--- src/rtl/rowoh_pkg.sv ---
package rowoh_pkg;
   // control field positions (decoded by the surrounding register block)
   localparam int unsigned CTL_PWRDN   = 0;
   localparam int unsigned CTL_RUN     = 1;
   localparam int unsigned CTL_REDUCED = 2;
   localparam int unsigned CTL_DSLOPE  = 3;
   localparam int unsigned CTL_PREW_LO = 4;
   localparam int unsigned CTL_W       = 6;
   localparam int unsigned PREW_CODE_W = 2;

   typedef struct packed {
      logic [PREW_CODE_W-1:0] prew_code;
      logic                   dslope;
      logic                   reduced;
      logic                   run;
      logic                   pwrdn;
   } ctl_t;

   function automatic int unsigned max2(input int unsigned a, input int unsigned b);
      return (a > b) ? a : b;
   endfunction
endpackage

--- src/rtl/rowoh_tick.sv ---
module rowoh_tick #(
   parameter int unsigned DIV = 4
) (
   input  logic clk,
   input  logic rst_n,
   input  logic clr,
   output logic tick
);
   generate
      if (DIV < 1) begin : g_bad
         $error("rowoh_tick: DIV must be at least 1");
      end
      if (DIV == 1) begin : g_direct
         assign tick = 1'b1;
      end else begin : g_count
         localparam int unsigned PH_W = $clog2(DIV);
         localparam logic [PH_W-1:0] PH_LAST = PH_W'(DIV - 1);
         logic [PH_W-1:0] phase_q;
         always_ff @(posedge clk or negedge rst_n) begin
            if (!rst_n)                  phase_q <= '0;
            else if (clr)                phase_q <= '0;
            else if (phase_q == PH_LAST) phase_q <= '0;
            else                         phase_q <= phase_q + 1'b1;
         end
         assign tick = (phase_q == PH_LAST);
      end
   endgenerate
endmodule

--- src/rtl/rowoh_snap.sv ---
module rowoh_snap #(
   parameter int unsigned TIMER_W  = 5,
   parameter int unsigned LONG_LEN = 35,
   parameter int unsigned PRE_MAX  = 3,
   parameter int unsigned CODE_W   = 2,
   parameter int unsigned LEN_W    = 6,
   parameter int unsigned PRE_W    = 2
) (
   input  logic               clk,
   input  logic               rst_n,
   input  logic               load,
   input  logic               reduced,
   input  logic [TIMER_W-1:0] timer,
   input  logic [CODE_W-1:0]  code,
   output logic [LEN_W-1:0]   len_q,
   output logic [PRE_W-1:0]   prew_q
);
   localparam logic [LEN_W-1:0] LONG_V  = LEN_W'(LONG_LEN);
   localparam logic [PRE_W-1:0] PMAX_V  = PRE_W'(PRE_MAX);
   localparam int unsigned      RST_N   = 7;

   logic [LEN_W-1:0] len_d;
   logic [PRE_W-1:0] prew_d;
   logic [PRE_W:0]   code_p1;

   always_comb begin
      len_d   = reduced ? (LEN_W'(timer) + LEN_W'(2)) : LONG_V;
      code_p1 = (PRE_W + 1)'(code) + 1'b1;
      prew_d  = (code_p1 > (PRE_W + 1)'(PRE_MAX)) ? PMAX_V : PRE_W'(code_p1);
   end

   always_ff @(posedge clk or negedge rst_n) begin
      if (!rst_n) begin
         len_q  <= LEN_W'(RST_N + 2);
         prew_q <= PRE_W'(1);
      end else if (load) begin
         len_q  <= len_d;
         prew_q <= prew_d;
      end
   end
endmodule

--- src/rtl/rowoh_span.sv ---
module rowoh_span #(
   parameter int unsigned LEN_W = 6,
   parameter int unsigned PRE_W = 2
) (
   input  logic             clk,
   input  logic             rst_n,
   input  logic             halt,
   input  logic             start,
   input  logic             tick,
   input  logic [LEN_W-1:0] len,
   input  logic [PRE_W-1:0] prew,
   output logic             busy,
   output logic             precharge,
   output logic             done
);
   logic             busy_q;
   logic [LEN_W-1:0] scnt_q;
   logic             last;

   assign last = busy_q & tick & (scnt_q == LEN_W'(len - 1'b1));

   always_ff @(posedge clk or negedge rst_n) begin
      if (!rst_n) begin
         busy_q <= 1'b0;
         scnt_q <= '0;
      end else if (halt) begin
         busy_q <= 1'b0;
         scnt_q <= '0;
      end else if (start) begin
         busy_q <= 1'b1;
         scnt_q <= '0;
      end else if (busy_q && tick) begin
         if (last) begin
            busy_q <= 1'b0;
            scnt_q <= '0;
         end else begin
            scnt_q <= scnt_q + 1'b1;
         end
      end
   end

   assign busy      = busy_q;
   assign precharge = busy_q & (scnt_q < LEN_W'(prew));
   assign done      = last;

   AST_COUNT_IN_SPAN: assert property (@(posedge clk) disable iff (!rst_n)
      busy_q |-> (scnt_q < len));
   AST_IDLE_COUNT_ZERO: assert property (@(posedge clk) disable iff (!rst_n)
      !busy_q |-> (scnt_q == '0));
   AST_DONE_CLOSES: assert property (@(posedge clk) disable iff (!rst_n)
      (done && !start) |=> !busy_q);
endmodule

--- src/rtl/rowoh_seq.sv ---
module rowoh_seq #(
   parameter int unsigned DIV      = 4,
   parameter int unsigned TIMER_W  = 5,
   parameter int unsigned LONG_LEN = 35,
   parameter int unsigned PRE_MAX  = 3
) (
   input  logic       clk,
   input  logic       rst_n,
   input  logic       row_start,
   input  logic [5:0] ctrl_bits,
   input  logic [7:0] timer_bits,
   output logic       col_precharge,
   output logic       ovh_busy,
   output logic       ovh_done,
   output logic       dual_slope_en
);
   import rowoh_pkg::*;

   localparam int unsigned MAX_LEN = max2(LONG_LEN, (1 << TIMER_W) + 1);
   localparam int unsigned LEN_W   = $clog2(MAX_LEN + 1);
   localparam int unsigned PRE_W   = $clog2(PRE_MAX + 1);

   generate
      if (TIMER_W < 1 || TIMER_W > 8) begin : g_bad_timer
         $error("rowoh_seq: TIMER_W must lie in 1..8");
      end
      if (LONG_LEN < 2) begin : g_bad_long
         $error("rowoh_seq: LONG_LEN must be at least 2");
      end
      if (PRE_MAX < 1 || PRE_MAX > (1 << PREW_CODE_W)) begin : g_bad_pre
         $error("rowoh_seq: PRE_MAX out of range for the width code");
      end
   endgenerate

   ctl_t ctl;
   logic enabled, halt, start, tick, div_clr;
   logic [LEN_W-1:0] len_q;
   logic [PRE_W-1:0] prew_q;

   assign ctl           = ctl_t'(ctrl_bits);
   assign enabled       = ~ctl.pwrdn & ctl.run;
   assign halt          = ~enabled;
   assign start         = enabled & ~ovh_busy & row_start;
   assign div_clr       = halt | ~ovh_busy;
   assign dual_slope_en = ctl.dslope;

   rowoh_tick #(.DIV(DIV)) i_tick (
      .clk(clk), .rst_n(rst_n), .clr(div_clr), .tick(tick)
   );

   rowoh_snap #(
      .TIMER_W(TIMER_W), .LONG_LEN(LONG_LEN), .PRE_MAX(PRE_MAX),
      .CODE_W(PREW_CODE_W), .LEN_W(LEN_W), .PRE_W(PRE_W)
   ) i_snap (
      .clk(clk), .rst_n(rst_n), .load(start), .reduced(ctl.reduced),
      .timer(timer_bits[TIMER_W-1:0]), .code(ctl.prew_code),
      .len_q(len_q), .prew_q(prew_q)
   );

   rowoh_span #(.LEN_W(LEN_W), .PRE_W(PRE_W)) i_span (
      .clk(clk), .rst_n(rst_n), .halt(halt), .start(start), .tick(tick),
      .len(len_q), .prew(prew_q),
      .busy(ovh_busy), .precharge(col_precharge), .done(ovh_done)
   );

   AST_START_OPENS: assert property (@(posedge clk) disable iff (!rst_n)
      (enabled && !ovh_busy && row_start) |=> (ovh_busy && col_precharge));
   AST_HALT_QUIET: assert property (@(posedge clk) disable iff (!rst_n)
      !enabled |=> (!ovh_busy && !col_precharge));
   AST_PRE_INSIDE: assert property (@(posedge clk) disable iff (!rst_n)
      col_precharge |-> ovh_busy);
   AST_DONE_SINGLE: assert property (@(posedge clk) disable iff (!rst_n)
      ovh_done |=> !ovh_done);
   AST_DONE_IN_SPAN: assert property (@(posedge clk) disable iff (!rst_n)
      ovh_done |-> ovh_busy);
endmodule

--- config.mk ---
export PLATFORM = sky130hd
export DESIGN_NAME = rowoh_seq
export DESIGN_NICKNAME = d
export VERILOG_FILES = /design/src/rtl/rowoh_pkg.sv /design/src/rtl/rowoh_tick.sv /design/src/rtl/rowoh_snap.sv /design/src/rtl/rowoh_span.sv /design/src/rtl/rowoh_seq.sv
export SDC_FILE = /design/constraint.sdc
export NUM_CORES = 1
export LEC_CHECK = 0
export BUFFER_PORTS_ARGS = -buffer_cell sky130_fd_sc_hd__buf_2
export CAP_MARGIN = 15
export CELL_PAD_IN_SITES_DETAIL_PLACEMENT = 0
export CELL_PAD_IN_SITES_GLOBAL_PLACEMENT = 2
export CORE_AREA = 2 2 57 59
export DETAILED_ROUTE_END_ITERATION = 10
export DIE_AREA = 0 0 59 61
export PLACE_DENSITY_LB_ADDON = 0.1
export SLEW_MARGIN = 10
export SYNTH_ARGS = -nofsm -noshare
export SYNTH_HDL_FRONTEND = slang
export SYNTH_SLANG_ARGS = --single-unit
--- constraint.sdc ---
create_clock -name clk -period 5.4 [get_ports clk]
set_input_delay 0.27 -clock clk [delete_from_list [all_inputs] [get_ports clk]]
set_output_delay 0.27 -clock clk [all_outputs]
set_load 0.005 [all_outputs]
==> summary by stage <==
Setup path
The worst setup path is captured at an output port. The worst setup path category is reg2out. Data on the critical path is required at its endpoint by 5.13 ns. The highest fanout seen on the critical path is 8.

The worst setup path is launched from a register. The data arrival time of the worst path is 2.37 ns.

Drt
The final route contains 797 vias. The detailed-route wire length per cell is 14.0 um. The remaining antenna violation count is 0.

The first-pass iteration count of the detailed router is 4. For this block, the routed nets add up to 2170 um of wire. In the routed design, unresolved DRC markers number 0. The DRC marker count from the first detailed-route iteration is 19.

In the routed layout, each cell is associated on average with a via count of 5.14.

Logic synthesis
Ranked by total cell area, the synthesized netlist is headed by sky130_fd_sc_hd__dfrtp_1 35%, sky130_fd_sc_hd__dfstp_2 7.9%, sky130_fd_sc_hd__ha_1 6.3%. The cell area after synthesis is 998 um2. The number of synthesized flops with an enable pin is 0. For this run, the number of Yosys warnings is 0. The most used flip-flop cell after synthesis is sky130_fd_sc_hd__dfrtp_1. Counting flops with an async set or reset pin after synthesis yields a share of 1.00. Synthesis produced a netlist whose cell count is 104.

By count the netlist is led by 14 x sky130_fd_sc_hd__dfrtp_1, 12 x sky130_fd_sc_hd__o21ai_0, 9 x sky130_fd_sc_hd__inv_1. The register bit total from synthesis is 17. Dividing the synthesized area by the synthesized cell count gives 9.60 um2. For this run, the register share of the synthesized area comes to 0.430. The count of different cell masters after synthesis is 33. The share of the synthesized area in the top cell type is 0.351. Summed over all instances, the cell type with the most area after synthesis is sky130_fd_sc_hd__dfrtp_1. The post-synth net total is 126. The most instantiated library cell after synthesis is sky130_fd_sc_hd__dfrtp_1.

Clocking
The clock tree from TritonCTS is yes. The clock tree root buffer cell is sky130_fd_sc_hd__clkbuf_4. The number of buffers added by the clock tree synthesis step is 3.

Counting along the longest clock path gives a buffer depth of 2. The number of gates resized after cts is 0. Counting every sink on the clock net gives 17.

The clock-pin slew on the worst setup and hold paths is 0.10 ns. The number of H-tree branching levels is 1. The clock network latency to the later pin of the worst-skew pair is 0.29 ns.

Placement
The number of placed instances, taps included is 150. At the placement stage, the worst setup path has a slack of 3.07 ns. The congestion estimate from routability-driven global placement came to 0.700. The total of buffers placed on input and output ports is 15. After legalization and detailed placement, the total HPWL measured 1640 um.

Power
For this design the ratio of total power to cell area is 248 nW/um2. After layout, the design draws a total of 283 uW. Across the VDD grid, the largest voltage drop is 0.103 mV. The leakage power is 0.000505 uW.

STA
The part of the cycle the worst path needs is 0.490. The final count of negative-setup-slack endpoints is 0. The slew at the pin closest to its max-slew limit is 0.791 ns. The setup slack after layout is 2.76 ns. Setup repair after global routing left no endpoint under its margin. The clock tree skew after final layout is 0.00301 ns.

The total negative slack for setup checks is 0 ns. The worst slew margin relative to its limit is 0.471. The count of endpoints failing hold in the final timing report was 0.

The upper clock frequency limit is 378 MHz. The clock period minus worst slack is 2.64 ns. The final count of pins violating max slew is 0.

GRT
For this run, the total global-route usage over all layers was measured as 0.143. The number of global-route vias before repair is 824. After global routing the overflow that remains totals 0. The pin count of the biggest net entering global routing is 18. The initial antenna violation count is 0.

The first global-routing pass estimated 3860 um of wire.

Floorplanning
The initialized floorplan defines 20 standard-cell rows. The I/O pin count is 21. The core region is 2950 um2. The die boundary height is 61 um. The die is 59 um wide.

The area enclosed by the die boundary is 3600 um2. For this configuration, the core starts out at a cell density of 0.338.

Layout
The layout cell share with drive strength beyond 1 is 0.205. The number of antenna diodes in the final layout is 0. The net total in the final layout is 145. The count of cells in the finished layout, fillers not included, comes to 155. Compared with the post-synthesis result, the final layout area differs by 14.2%.

Flow run
The max-cap check violation count is 0.

Status
The flow ran to the end, and the final reports show no timing, DRC or antenna violations.

Worst hold path
The path class of the tightest hold or removal check is in2reg.
## state kept, by name, indices dropped and copies added, names as in the netlist
signal                  cells
i_snap.len_q                6
i_snap.prew_q               2
i_span.busy                 1
i_span.scnt_q               6
i_tick.g_count.phase_q      2
## cell usage in the layout, fill, tap and decap left out, types with 4 or more instances in the layout
| master | count |
|---|---|
| sky130_fd_sc_hd__ha_1 | 5 |
| sky130_fd_sc_hd__xnor2_1 | 7 |
| sky130_fd_sc_hd__xor2_1 | 6 |
| sky130_fd_sc_hd__o21ai_0 | 12 |
| sky130_fd_sc_hd__buf_2 | 15 |
| sky130_fd_sc_hd__nand2_1 | 7 |
| sky130_fd_sc_hd__inv_1 | 9 |
| sky130_fd_sc_hd__nor3_1 | 5 |
| sky130_fd_sc_hd__nor2_1 | 4 |
| sky130_fd_sc_hd__nand3_1 | 5 |
| sky130_fd_sc_hd__dfrtp_1 | 14 |
## per-layer routing
metal  share of wire  up-vias  GRT usage
li1                -      405          -
met1            0.51      380      0.201
met5               0        -          0
met3           0.026        2     0.0192
met4          0.0083        0     0.0682
met2            0.45       10      0.219
## cell families after synthesis
kind of cell | after synthesis | synth area share
buffers and inverters | 12 | 0.0489
DFF | 17 | 0.430
xor gates and xnor gates | 13 | 0.114
and+or+nand+nor | 33 | 0.178
adders and majority gates | 5 | 0.0627
AOI/OAI and AO/OA | 24 | 0.167
## through the flow
stage / utilization / hold slack [ns] / instance area [um2]
global route: 0.386 / 0.187 / 1140
finish: 0.386 / 0.190 / 1140
global placement: 0.374 / 0.223 / 1100
detailed placement: 0.374 / 0.229 / 1100
CTS: 0.386 / 0.168 / 1140
floorplan: - / -0.0256 / 998
## power by group
| group | switching, uW | leakage (uW) | internal, uW |
|---|---|---|---|
| clock network | 41.3 | 0.0000150 | 28.7 |
| registers | 10.1 | 0.000215 | 142 |
| logic | 34.5 | 0.000274 | 26.0 |
## path summary, 6_finish.rpt
path,start,end,slack (ns),depth (start not counted)
worst max-delay path,i_snap.len_q[0],ovh_done,2.76,7
worst min-delay path,timer_bits[1],i_snap.len_q[1],0.19,2
worst max register to register,i_snap.len_q[0],i_span.scnt_q[0],3.27,7
worst min register to register,i_tick.g_count.phase_q[0],i_tick.g_count.phase_q[0],0.44,1
max in group asynchronous,rst_n,i_snap.prew_q[0],4.65,2
min in group asynchronous,rst_n,i_span.busy,0.43,2
## final cells by class
cell class / count / area [um2]
Multi-Input combinational cell: 75 / 520
Tap cell: 33 / 41.3
Timing Repair Buffer: 16 / 85.1
Inverter: 10 / 37.5
Clock buffer: 4 / 26.3
Sequential cell: 17 / 429
Fill cell: 318 / 1810
## repair_timing
| item | CTS | global route |
|---|---|---|
| setup buffers | 0 | 0 |
| hold buffers | 1 | 0 |
| hold endpoints to repair | 14 | 0 |
## critical path: stages (launching register included)
cell and delay, ns:
sky130_fd_sc_hd__dfstp_2 0.56, sky130_fd_sc_hd__inv_1 0.07, sky130_fd_sc_hd__ha_1 0.30, sky130_fd_sc_hd__xnor2_1 0.14
sky130_fd_sc_hd__a21oi_2 0.10, sky130_fd_sc_hd__o2111ai_1 0.18, sky130_fd_sc_hd__a2111oi_4 0.51, sky130_fd_sc_hd__buf_2 0.22
No activity file was read; power rests on OpenSTA's default activity.
